**config.mk**
```make
export PLATFORM = sky130hd
export DESIGN_NAME = adc_reg_xfer
export DESIGN_NICKNAME = d
export VERILOG_FILES = /design/src/rtl/adc_xfer_pkg.sv /design/src/rtl/adc_xfer_tick.sv /design/src/rtl/adc_xfer_framer.sv /design/src/rtl/adc_xfer_shreg.sv /design/src/rtl/adc_reg_xfer.sv
export SDC_FILE = /design/constraint.sdc
export NUM_CORES = 1
export LEC_CHECK = 0
export ABC_CLOCK_PERIOD_IN_PS = 2550
export CAP_MARGIN = 20
export CELL_PAD_IN_SITES_DETAIL_PLACEMENT = 1
export CELL_PAD_IN_SITES_GLOBAL_PLACEMENT = 2
export CORE_MARGIN = 4
export CORE_UTILIZATION = 34
export CTS_CLUSTER_SIZE = 25
export DETAILED_ROUTE_END_ITERATION = 16
export PLACE_DENSITY_LB_ADDON = 0.08
export REMOVE_ABC_BUFFERS = 1
export SYNTH_ARGS = -nofsm -noshare
export SYNTH_HDL_FRONTEND = slang
export SYNTH_SLANG_ARGS = --single-unit
export TNS_END_PERCENT = 100
```
**constraint.sdc**
```tcl
create_clock -name clk -period 2.55 [get_ports clk]
set_clock_uncertainty 0.1 [all_clocks]
set_input_delay 0.51 -clock clk [delete_from_list [all_inputs] [get_ports clk]]
set_output_delay 0.51 -clock clk [all_outputs]
set_load 0.05 [all_outputs]
```
**src/rtl/adc_xfer_pkg.sv**
```systemverilog
package adc_xfer_pkg;

   typedef enum logic [1:0] {
      ST_IDLE = 2'd0,
      ST_LOW  = 2'd1,
      ST_HIGH = 2'd2
   } xfer_state_e;

   // Command layout: [7]=0 (write enable, active low), [6]=read, [5:3]=addr,
   // [2]=continuous read, [1:0]=0
   function automatic logic [7:0] make_cmd(input logic rd,
                                           input logic [2:0] addr,
                                           input logic cont);
      return {1'b0, rd, addr, cont, 2'b00};
   endfunction

endpackage

```
**src/rtl/adc_xfer_tick.sv**
```systemverilog
module adc_xfer_tick #(
   parameter int HALF_CYC = 2
) (
   input  logic clk,
   input  logic rst_n,
   input  logic run,
   output logic tick
);
   localparam int CW = (HALF_CYC > 1) ? $clog2(HALF_CYC) : 1;
   localparam logic [CW-1:0] LAST = CW'(HALF_CYC - 1);

   logic [CW-1:0] cnt;

   assign tick = run && (cnt == LAST);

   always_ff @(posedge clk or negedge rst_n) begin
      if (!rst_n)
         cnt <= '0;
      else if (!run || tick)
         cnt <= '0;
      else
         cnt <= cnt + 1'b1;
   end
endmodule

```
**src/rtl/adc_xfer_framer.sv**
```systemverilog
module adc_xfer_framer
   import adc_xfer_pkg::*;
#(
   parameter int MAX_BYTES = 3,
   parameter int NB_W      = 3,
   localparam int DW       = 8 * MAX_BYTES,
   localparam int TXW      = 8 + DW,
   localparam int BC_W     = $clog2(TXW + 1)
) (
   input  logic            rd,
   input  logic [2:0]      addr,
   input  logic            cont,
   input  logic [NB_W-1:0] nbytes,
   input  logic [DW-1:0]   wdata,
   output logic            ok,
   output logic [TXW-1:0]  tx_word,
   output logic [BC_W-1:0] nbits
);
   logic [DW-1:0] data_al;

   always_comb begin
      ok      = 1'b0;
      data_al = '0;
      nbits   = '0;
      for (int k = 1; k <= MAX_BYTES; k++) begin
         if (nbytes == NB_W'(k)) begin
            ok      = 1'b1;
            nbits   = BC_W'(8 * (k + 1));
            data_al = wdata << (8 * (MAX_BYTES - k));
         end
      end
      if (rd)
         data_al = '0;
      tx_word = {make_cmd(rd, addr, cont), data_al};
   end
endmodule

```
**src/rtl/adc_xfer_shreg.sv**
```systemverilog
module adc_xfer_shreg #(
   parameter int TXW = 32,
   parameter int DW  = 24
) (
   input  logic           clk,
   input  logic           rst_n,
   input  logic           load,
   input  logic [TXW-1:0] load_word,
   input  logic           launch,
   input  logic           sample,
   input  logic           clear,
   input  logic           miso,
   output logic           mosi,
   output logic [DW-1:0]  rx
);
   logic [TXW-1:0] tx;

   always_ff @(posedge clk or negedge rst_n) begin
      if (!rst_n) begin
         tx   <= '0;
         mosi <= 1'b0;
      end else if (load) begin
         mosi <= load_word[TXW-1];
         tx   <= {load_word[TXW-2:0], 1'b0};
      end else if (launch) begin
         mosi <= tx[TXW-1];
         tx   <= {tx[TXW-2:0], 1'b0};
      end else if (clear) begin
         mosi <= 1'b0;
      end
   end

   always_ff @(posedge clk or negedge rst_n) begin
      if (!rst_n)
         rx <= '0;
      else if (load)
         rx <= '0;
      else if (sample)
         rx <= {rx[DW-2:0], miso};
   end
endmodule

```
**src/rtl/adc_reg_xfer.sv**
```systemverilog
module adc_reg_xfer
   import adc_xfer_pkg::*;
#(
   parameter int MAX_BYTES = 3,
   parameter int NB_W      = 3,
   parameter int HALF_CYC  = 2,
   localparam int DW       = 8 * MAX_BYTES,
   localparam int TXW      = 8 + DW,
   localparam int BC_W     = $clog2(TXW + 1)
) (
   input  logic            clk,
   input  logic            rst_n,
   input  logic            req_valid,
   input  logic            req_read,
   input  logic [2:0]      req_addr,
   input  logic [NB_W-1:0] req_nbytes,
   input  logic            req_cont,
   input  logic            req_keep_sel,
   input  logic [DW-1:0]   req_wdata,
   output logic            busy,
   output logic            done,
   output logic            err,
   output logic [DW-1:0]   rdata,
   output logic            spi_sclk,
   output logic            spi_mosi,
   input  logic            spi_miso,
   output logic            spi_cs_n
);
   generate
      if (HALF_CYC < 1) begin : g_chk_half
         $error("HALF_CYC must be at least 1");
      end
      if (MAX_BYTES < 1) begin : g_chk_bytes
         $error("MAX_BYTES must be at least 1");
      end
      if ((2 ** NB_W) <= MAX_BYTES) begin : g_chk_nbw
         $error("NB_W too narrow for MAX_BYTES");
      end
   endgenerate

   xfer_state_e     state;
   logic            tick;
   logic            f_ok;
   logic [TXW-1:0]  f_word;
   logic [BC_W-1:0] f_nbits;
   logic [BC_W-1:0] bits_left;
   logic [NB_W-1:0] nb_q;
   logic            keep_q;
   logic            rd_q;
   logic [DW-1:0]   rx;
   logic [DW-1:0]   rd_mask;
   logic            s_load, s_launch, s_sample, s_last;

   adc_xfer_tick #(.HALF_CYC(HALF_CYC)) u_tick (
      .clk  (clk),
      .rst_n(rst_n),
      .run  (state != ST_IDLE),
      .tick (tick)
   );

   adc_xfer_framer #(.MAX_BYTES(MAX_BYTES), .NB_W(NB_W)) u_framer (
      .rd     (req_read),
      .addr   (req_addr),
      .cont   (req_cont),
      .nbytes (req_nbytes),
      .wdata  (req_wdata),
      .ok     (f_ok),
      .tx_word(f_word),
      .nbits  (f_nbits)
   );

   assign s_load   = (state == ST_IDLE) && req_valid && f_ok;
   assign s_sample = (state == ST_LOW) && tick;
   assign s_last   = (state == ST_HIGH) && tick && (bits_left == '0);
   assign s_launch = (state == ST_HIGH) && tick && (bits_left != '0);

   adc_xfer_shreg #(.TXW(TXW), .DW(DW)) u_shreg (
      .clk      (clk),
      .rst_n    (rst_n),
      .load     (s_load),
      .load_word(f_word),
      .launch   (s_launch),
      .sample   (s_sample),
      .clear    (s_last),
      .miso     (spi_miso),
      .mosi     (spi_mosi),
      .rx       (rx)
   );

   always_comb begin
      for (int i = 0; i < DW; i++)
         rd_mask[i] = (i < 8 * int'(nb_q));
   end

   assign busy = (state != ST_IDLE);

   always_ff @(posedge clk or negedge rst_n) begin
      if (!rst_n) begin
         state     <= ST_IDLE;
         spi_cs_n  <= 1'b1;
         spi_sclk  <= 1'b1;
         done      <= 1'b0;
         err       <= 1'b0;
         rdata     <= '0;
         bits_left <= '0;
         nb_q      <= '0;
         keep_q    <= 1'b0;
         rd_q      <= 1'b0;
      end else begin
         done <= 1'b0;
         err  <= 1'b0;
         unique case (state)
            ST_IDLE: begin
               if (req_valid) begin
                  if (f_ok) begin
                     state     <= ST_LOW;
                     spi_cs_n  <= 1'b0;
                     spi_sclk  <= 1'b0;
                     bits_left <= f_nbits - BC_W'(1);
                     nb_q      <= req_nbytes;
                     keep_q    <= req_keep_sel;
                     rd_q      <= req_read;
                  end else begin
                     err <= 1'b1;
                  end
               end
            end
            ST_LOW: begin
               if (tick) begin
                  spi_sclk <= 1'b1;
                  state    <= ST_HIGH;
               end
            end
            ST_HIGH: begin
               if (tick) begin
                  if (bits_left == '0) begin
                     state    <= ST_IDLE;
                     spi_cs_n <= !keep_q;
                     done     <= 1'b1;
                     if (rd_q)
                        rdata <= rx & rd_mask;
                  end else begin
                     spi_sclk  <= 1'b0;
                     bits_left <= bits_left - BC_W'(1);
                     state     <= ST_LOW;
                  end
               end
            end
            default: state <= ST_IDLE;
         endcase
      end
   end
endmodule

```
**Yosys cells after proc, flatten, opt, wreduce, memory -nomap -nowiden**

Cells that the tools add are included.

- Flip-flop bits (word level): 99
- Input port bits: 37
- Output and inout port bits: 30
- Logic and storage cells: 122

- Add/sub/neg operators: 3
- $lt $le $gt $ge: 24
- Equality and inequality tests: 11
- Multiplexer cells: 44
- Bitwise logic cells: 1
- Reduce and logical (&&, ||, !) cells: 25

Operator list:

| kind | count |
|---|---|
| 24-bit two-way mux | 6 |
| 32-bit two-way mux | 2 |
| 4-bit by 6-bit less-than comparator with 1-bit output (first input constant) | 8 |
| 5-bit by 6-bit less-than comparator with 1-bit output (first input constant) | 8 |
| 6-bit two-way mux | 6 |
| 24-bit bitwise AND | 1 |
| 3-bit by 6-bit less-than comparator with 1-bit output (first input constant) | 4 |
| 1-bit two-way mux | 21 |
| 1-bit by 6-bit less-than comparator with 1-bit output (first input constant) | 2 |
| 2-bit by 6-bit less-than comparator with 1-bit output (first input constant) | 2 |
| 6-bit one-hot mux with 2 select lines | 1 |
| 6-bit by 1-bit subtractor with 6-bit output (second input constant) | 2 |
| 2-bit inequality test (second input constant) | 5 |
| 5-bit AND reduction | 2 |
| 2-bit two-way mux | 4 |
| 4-bit AND reduction | 2 |
| 2-bit nonzero test | 4 |
| 1-bit logical AND | 7 |
| 3-bit by 2-bit == test with 1-bit output (second input constant) | 2 |
| 6-bit logical NOT | 1 |
| 2-bit one-hot mux with 3 select lines | 1 |
| 6-bit AND reduction | 1 |
| 3-bit nonzero test | 2 |
| 6-bit nonzero test | 1 |
| 12 further kinds | 13 |

**Logic depth before layout (Yosys ltp)**

- Depth after elaboration: 8
- Mapped depth: 9
- Gate-level depth less buffers: 7

**Cells and area by module**

From an unflattened synthesis, not the netlist that was laid out.

- Cell total of the unflattened synthesis: 502
- Area total of the unflattened synthesis: 4961.0 um^2

Modules (own cells, without submodules):

| module | times used | cells an instance | area each (um^2) | seq. area each (um^2) |
|---|---|---|---|---|
| adc_xfer_shreg | 1 | 218 | 2448.6 | 1401.3 |
| adc_reg_xfer | 1 | 214 | 1963.1 | 1028.5 |
| adc_xfer_framer | 1 | 67 | 508.0 | 0.0 |
| adc_xfer_tick | 1 | 3 | 41.3 | 25.0 |

**Worst setup path after synthesis**

Ideal clock, no wire load.

- Kind: register to register
- From: reg state[0]
- To: reg bits_left[4]
- Setup time: 0.065 ns
- Arrival: 1.674 ns
- Required time: 2.385 ns
- Slack: 0.711 ns
- Stages on the path, launching flop included: 9
- Path buffers: 2
- Clock period less this slack: 1.839 ns
- Cells stage by stage: dfrtp_1 buf_6 nor2b_1 clkbuf_1 nand2_1 ha_1 and3_1 o32ai_1 a22o_1

- Word-level cells in the longest chain between the ends: 4
- Elaborated cells between the ends (all ways): 11
- Classes of those cells: eq/ne: 5; mux: 1; reduce/logical: 5

RTL lines:

| element | line | text |
|---|---|---|
| start, declared | adc_reg_xfer.sv:41 | `xfer_state_e state;` |
| start signal, assigned | adc_reg_xfer.sv:99 | `state <= ST_IDLE;` |
| start signal, assigned | adc_reg_xfer.sv:116 | `state <= ST_LOW;` |
| start signal, assigned | adc_reg_xfer.sv:131 | `state <= ST_HIGH;` |
| 2-bit nonzero test | adc_reg_xfer.sv:57 | `.run (state != ST_IDLE),` |
| 1-bit logical AND | adc_xfer_tick.sv:14 | `assign tick = run && (cnt == LAST);` |
| 2-bit inequality test (no line) | -- |  |
| 5-bit AND reduction (no line) | -- |  |
| end signal, assigned | adc_reg_xfer.sv:119 | `bits_left <= f_nbits - BC_W'(1);` |
| end signal, assigned | adc_reg_xfer.sv:144 | `bits_left <= bits_left - BC_W'(1);` |
| end, declared | adc_reg_xfer.sv:46 | `logic [BC_W-1:0] bits_left;` |

Parallel ways exist; a longest one is shown, timed or not.
A chain may end at the register's enable or synchronous reset.

**Worst setup path in the final report**

- From: reg state[1]
- To: out busy

- Word-level cells in the longest chain between the ends: 1

RTL lines:

| element | line | text |
|---|---|---|
| 2-bit nonzero test | adc_reg_xfer.sv:95 | `assign busy = (state != ST_IDLE);` |
| end, declared | adc_reg_xfer.sv:20 | `output logic busy,` |

Every way passes these cells.

==> results.sh <==
export IMPL_status="finished clean"
export IMPL_startpoint_type="flip-flop"
export IMPL_drt_pass1_iterations=4
export IMPL_rrSetupSlack_ns=0.53
export IMPL_maxCapViolations=0
export IMPL_overflow=0
export IMPL_drc=0
export IMPL_clockBufferDepth=2
export IMPL_gp_congestion=0.7768
export IMPL_regArea_um2=2455
export IMPL_core_area_um2=12820
export IMPL_finalSetupViolations=0
export IMPL_powerDensity_nw_per_um2=872.6
export IMPL_worstMarginPinSlew_ns=0.5615
export IMPL_report_final_slew_viol_count=0
export IMPL_tns_ns=0
export IMPL_drive_above_1_share=0.09725
export IMPL_fp_dieH_um=123.3
export IMPL_num_vias=3651
export IMPL_syn_area_um2=4522
export IMPL_fp_dieW_um=123.3
export IMPL_synth_edff_count=0
export IMPL_grt_max_degree=49
export IMPL_drt_iter0_drc=145
export IMPL_ctsResizeCount=0
export IMPL_nets=579
export IMPL_die_area_um2=15210
export IMPL_p_clk_frac=0.272
export IMPL_hpwl_mm=8.754
export IMPL_floorplan_initialDensity=0.3526
export IMPL_ys_ff_latch=98
export IMPL_viasPerCell=5.092
export IMPL_pwr_share_comb=0.270
export IMPL_tritoncts="built"
export IMPL_grt_pass1_wl_mm=20.29
export IMPL_p_switching_mw=1.675
export IMPL_ys_types=47
export IMPL_yosys_area_top_type_share=0.5313
export IMPL_syn_area_per_cell_um2=9.662
export IMPL_power_leakage_nw=2.435
export IMPL_crit_path_max_fanout=2
export IMPL_cts_root_buf="clkbuf_16"
export IMPL_max_slew_margin=0.6249
export IMPL_preCtsSetupSlack_ns=0.1386
export IMPL_hold_slack_ns=0.3790
export IMPL_num_antenna_cells=0
export IMPL_multi_input_area_um2=1883
export IMPL_netSwitchingFraction=0.3338
export IMPL_finalNonFillerCells=717
export IMPL_clock_latency_ns=0.34
export IMPL_io_buffers=66
export IMPL_finalWirelength_mm=12.10
export IMPL_seqPwrFrac=0.458
export IMPL_fin_crit_ns=2.339
export IMPL_fmax_mhz=427.5
export IMPL_drtAntennaViolNets=0
export IMPL_r2r_cells=7
export IMPL_finalCritPeriodShare=0.9174
export IMPL_track_usage=0.1703
export IMPL_synth_async_reset_ratio=1.000
export IMPL_worstSetupEndpointType="output pin"
export IMPL_synth_seq_area_share=0.5429
export IMPL_endpoint="busy"
export IMPL_rr_endpoint="u_shreg.tx[28]$_DFFE_PN0P_"
export IMPL_cp_arrival_ns=1.73
export IMPL_std_cell_rows=41
export IMPL_ir_worst_vdd_v=0.0003029
export IMPL_synth_top_cell_by_area="dfrtp_1"
export IMPL_critical_path_class="flip-flop to output pin"
export IMPL_routedWlPerCell_um=16.87
export IMPL_synthTopCellsByArea="dfrtp_1 (53%), nand2_1 (11%), mux2i_1 (5.5%), o21ai_0 (5.4%), a21oi_1 (3.2%)"
export IMPL_worstSetupStartpoint="state[1]$_DFFE_PN0P_"
export IMPL_yosys_warnings=0
export IMPL_hold_class="flip-flop to flip-flop"
export IMPL_num_fill_cells=1469
export IMPL_grt_pass1_vias=3841
export IMPL_dpl_cell_count=701
export IMPL_rsz0062_at_grt="false"
export IMPL_io_pins=67
export IMPL_critPathRequiredTime_ns=1.94
export IMPL_syn2layout_area_growth_pct=27.12
export IMPL_clkSinkCount=98
export IMPL_hold_viol_final=0
export IMPL_antenna_found_initial=0
export IMPL_power_mw=5.016
export IMPL_clk_pin_slew_ns=0.07
export IMPL_cts_buffers=9
export IMPL_timing_rr_start="state[0]$_DFFE_PN0P_"
export IMPL_postSynthCellCount=468
export IMPL_ys_flop_type="dfrtp_1"
export IMPL_cts_htree_levels=3
export IMPL_p_int_mw=3.341
export IMPL_fin_ws_ns=0.2107
[power groups by stage]
stage	Combinational [mW]	Sequential, mW	Clock [mW]
after floorplan	0.784	2.32	0
after global placement	1.33	2.31	0
after detailed placement	1.38	2.31	0
after CTS	1.38	2.30	1.40
after global routing	1.52	2.36	1.46
final	1.35	2.30	1.37
[state kept, by name, summed over array words and instances (netlist names), 2 cells and up]
signal / count
rdata: 24
nb_q: 3
u_shreg.rx: 24
bits_left: 6
state: 2
u_shreg.tx: 31
[timing repair]
action | in CTS | in global routing
hold endpoints to repair | 20 | 0
buffers inserted | 0 | 0
hold buffers | 1 | 0
[cell usage in the layout, fill, tap and decap left out, types with 2 or more instances in the layout]
cell and count:
a21o_1 2, a21oi_1 29, a221o_1 7, a22o_1 4, a22oi_1 3, a2bb2oi_1 7, and2_1 2, and3_1 2
buf_12 2, buf_4 24, clkbuf_16 9, clkdlybuf4s50_1 65, clkinv_4 2, dfrtp_1 96, dfstp_2 2, inv_1 5
mux2i_1 25, nand2_1 133, nand3_1 12, nor2_1 16, nor2b_1 5, nor3_1 4, nor3b_1 2, o211ai_1 3
o21ai_0 49, o2bb2ai_1 8, or2_2 2
[metal layers]
layer | track usage | vias to the layer above | wire (um)
met3 | 0.02882 | 13 | 389
met4 | 0.06021 | 0 | 229
met1 | 0.2326 | 1806 | 5747
li1 | - | 1762 | -
met2 | 0.2732 | 70 | 5730
met5 | 0 | - | 0
[worst min path at each step]
stage | startpoint | endpoint | cells after the start
after floorplan | rst_n | bits_left[0]$_DFFE_PN0P_ | 0
after global placement | rst_n | rdata[3]$_DFFE_PN0P_ | 1
after detailed placement | rst_n | rdata[3]$_DFFE_PN0P_ | 1
after CTS | rdata[4]$_DFFE_PN0P_ | rdata[4]$_DFFE_PN0P_ | 2
after global routing | rdata[4]$_DFFE_PN0P_ | rdata[4]$_DFFE_PN0P_ | 2
final | rdata[4]$_DFFE_PN0P_ | rdata[4]$_DFFE_PN0P_ | 2
[synth_stat cells (2+ instances only)]
library cell / n
dfrtp_1: 96
and2_1: 2
o211ai_1: 3
nor2_1: 16
nand3_1: 12
nor2b_1: 5
inv_1: 5
o2bb2ai_1: 8
buf_1: 3
a22oi_1: 3
a22o_1: 4
and3_1: 2
or2_2: 2
a2bb2oi_1: 7
nor3_1: 4
buf_4: 3
nor3b_1: 2
buf_6: 4
buf_2: 9
mux2i_1: 25
a21oi_1: 29
a21o_1: 2
a221o_1: 7
clkbuf_1: 11
dfstp_2: 2
o21ai_0: 49
nand2_1: 133
[stage by stage]
stage | area, um2 | utilization
2_1_floorplan | 4357 | -
3_3_place_gp | 5443 | 0.4244
3_5_place_dp | 5443 | 0.4244
4_1_cts | 5748 | 0.4482
5_1_grt | 5748 | 0.4482
6_report | 5748 | 0.4482
[layout make-up]
type                       count  area share
clock inverter                 4    0.009142
inverter                       5    0.003265
sequential                    98      0.4271
clock buffer                  11     0.04223
multi-input combinational    335      0.3276
timing repair buffer          92      0.1532
tap                          172     0.03744
[kinds of logic (layout without fill, tap and decap cells)]
kind of cell / after synthesis / in the layout / share of synthesized area
AND/OR/NAND/NOR: 188 / 188 / 0.1871
adder cells (fa/ha/maj): 1 / 1 / 0.002767
multiplexers: 26 / 26 / 0.05783
flip-flops: 98 / 98 / 0.5429
buffers and inverters: 35 / 112 / 0.04067
AO/OA/AOI/OAI: 119 / 119 / 0.1669
XOR/XNOR: 1 / 1 / 0.001937
[worst max-delay path, stage by stage (launching register included)]
cell and delay, ns:
dfrtp_1 0.38, or2_2 0.30, clkdlybuf4s50_1 0.71
Power figures use the tool's default switching activity.
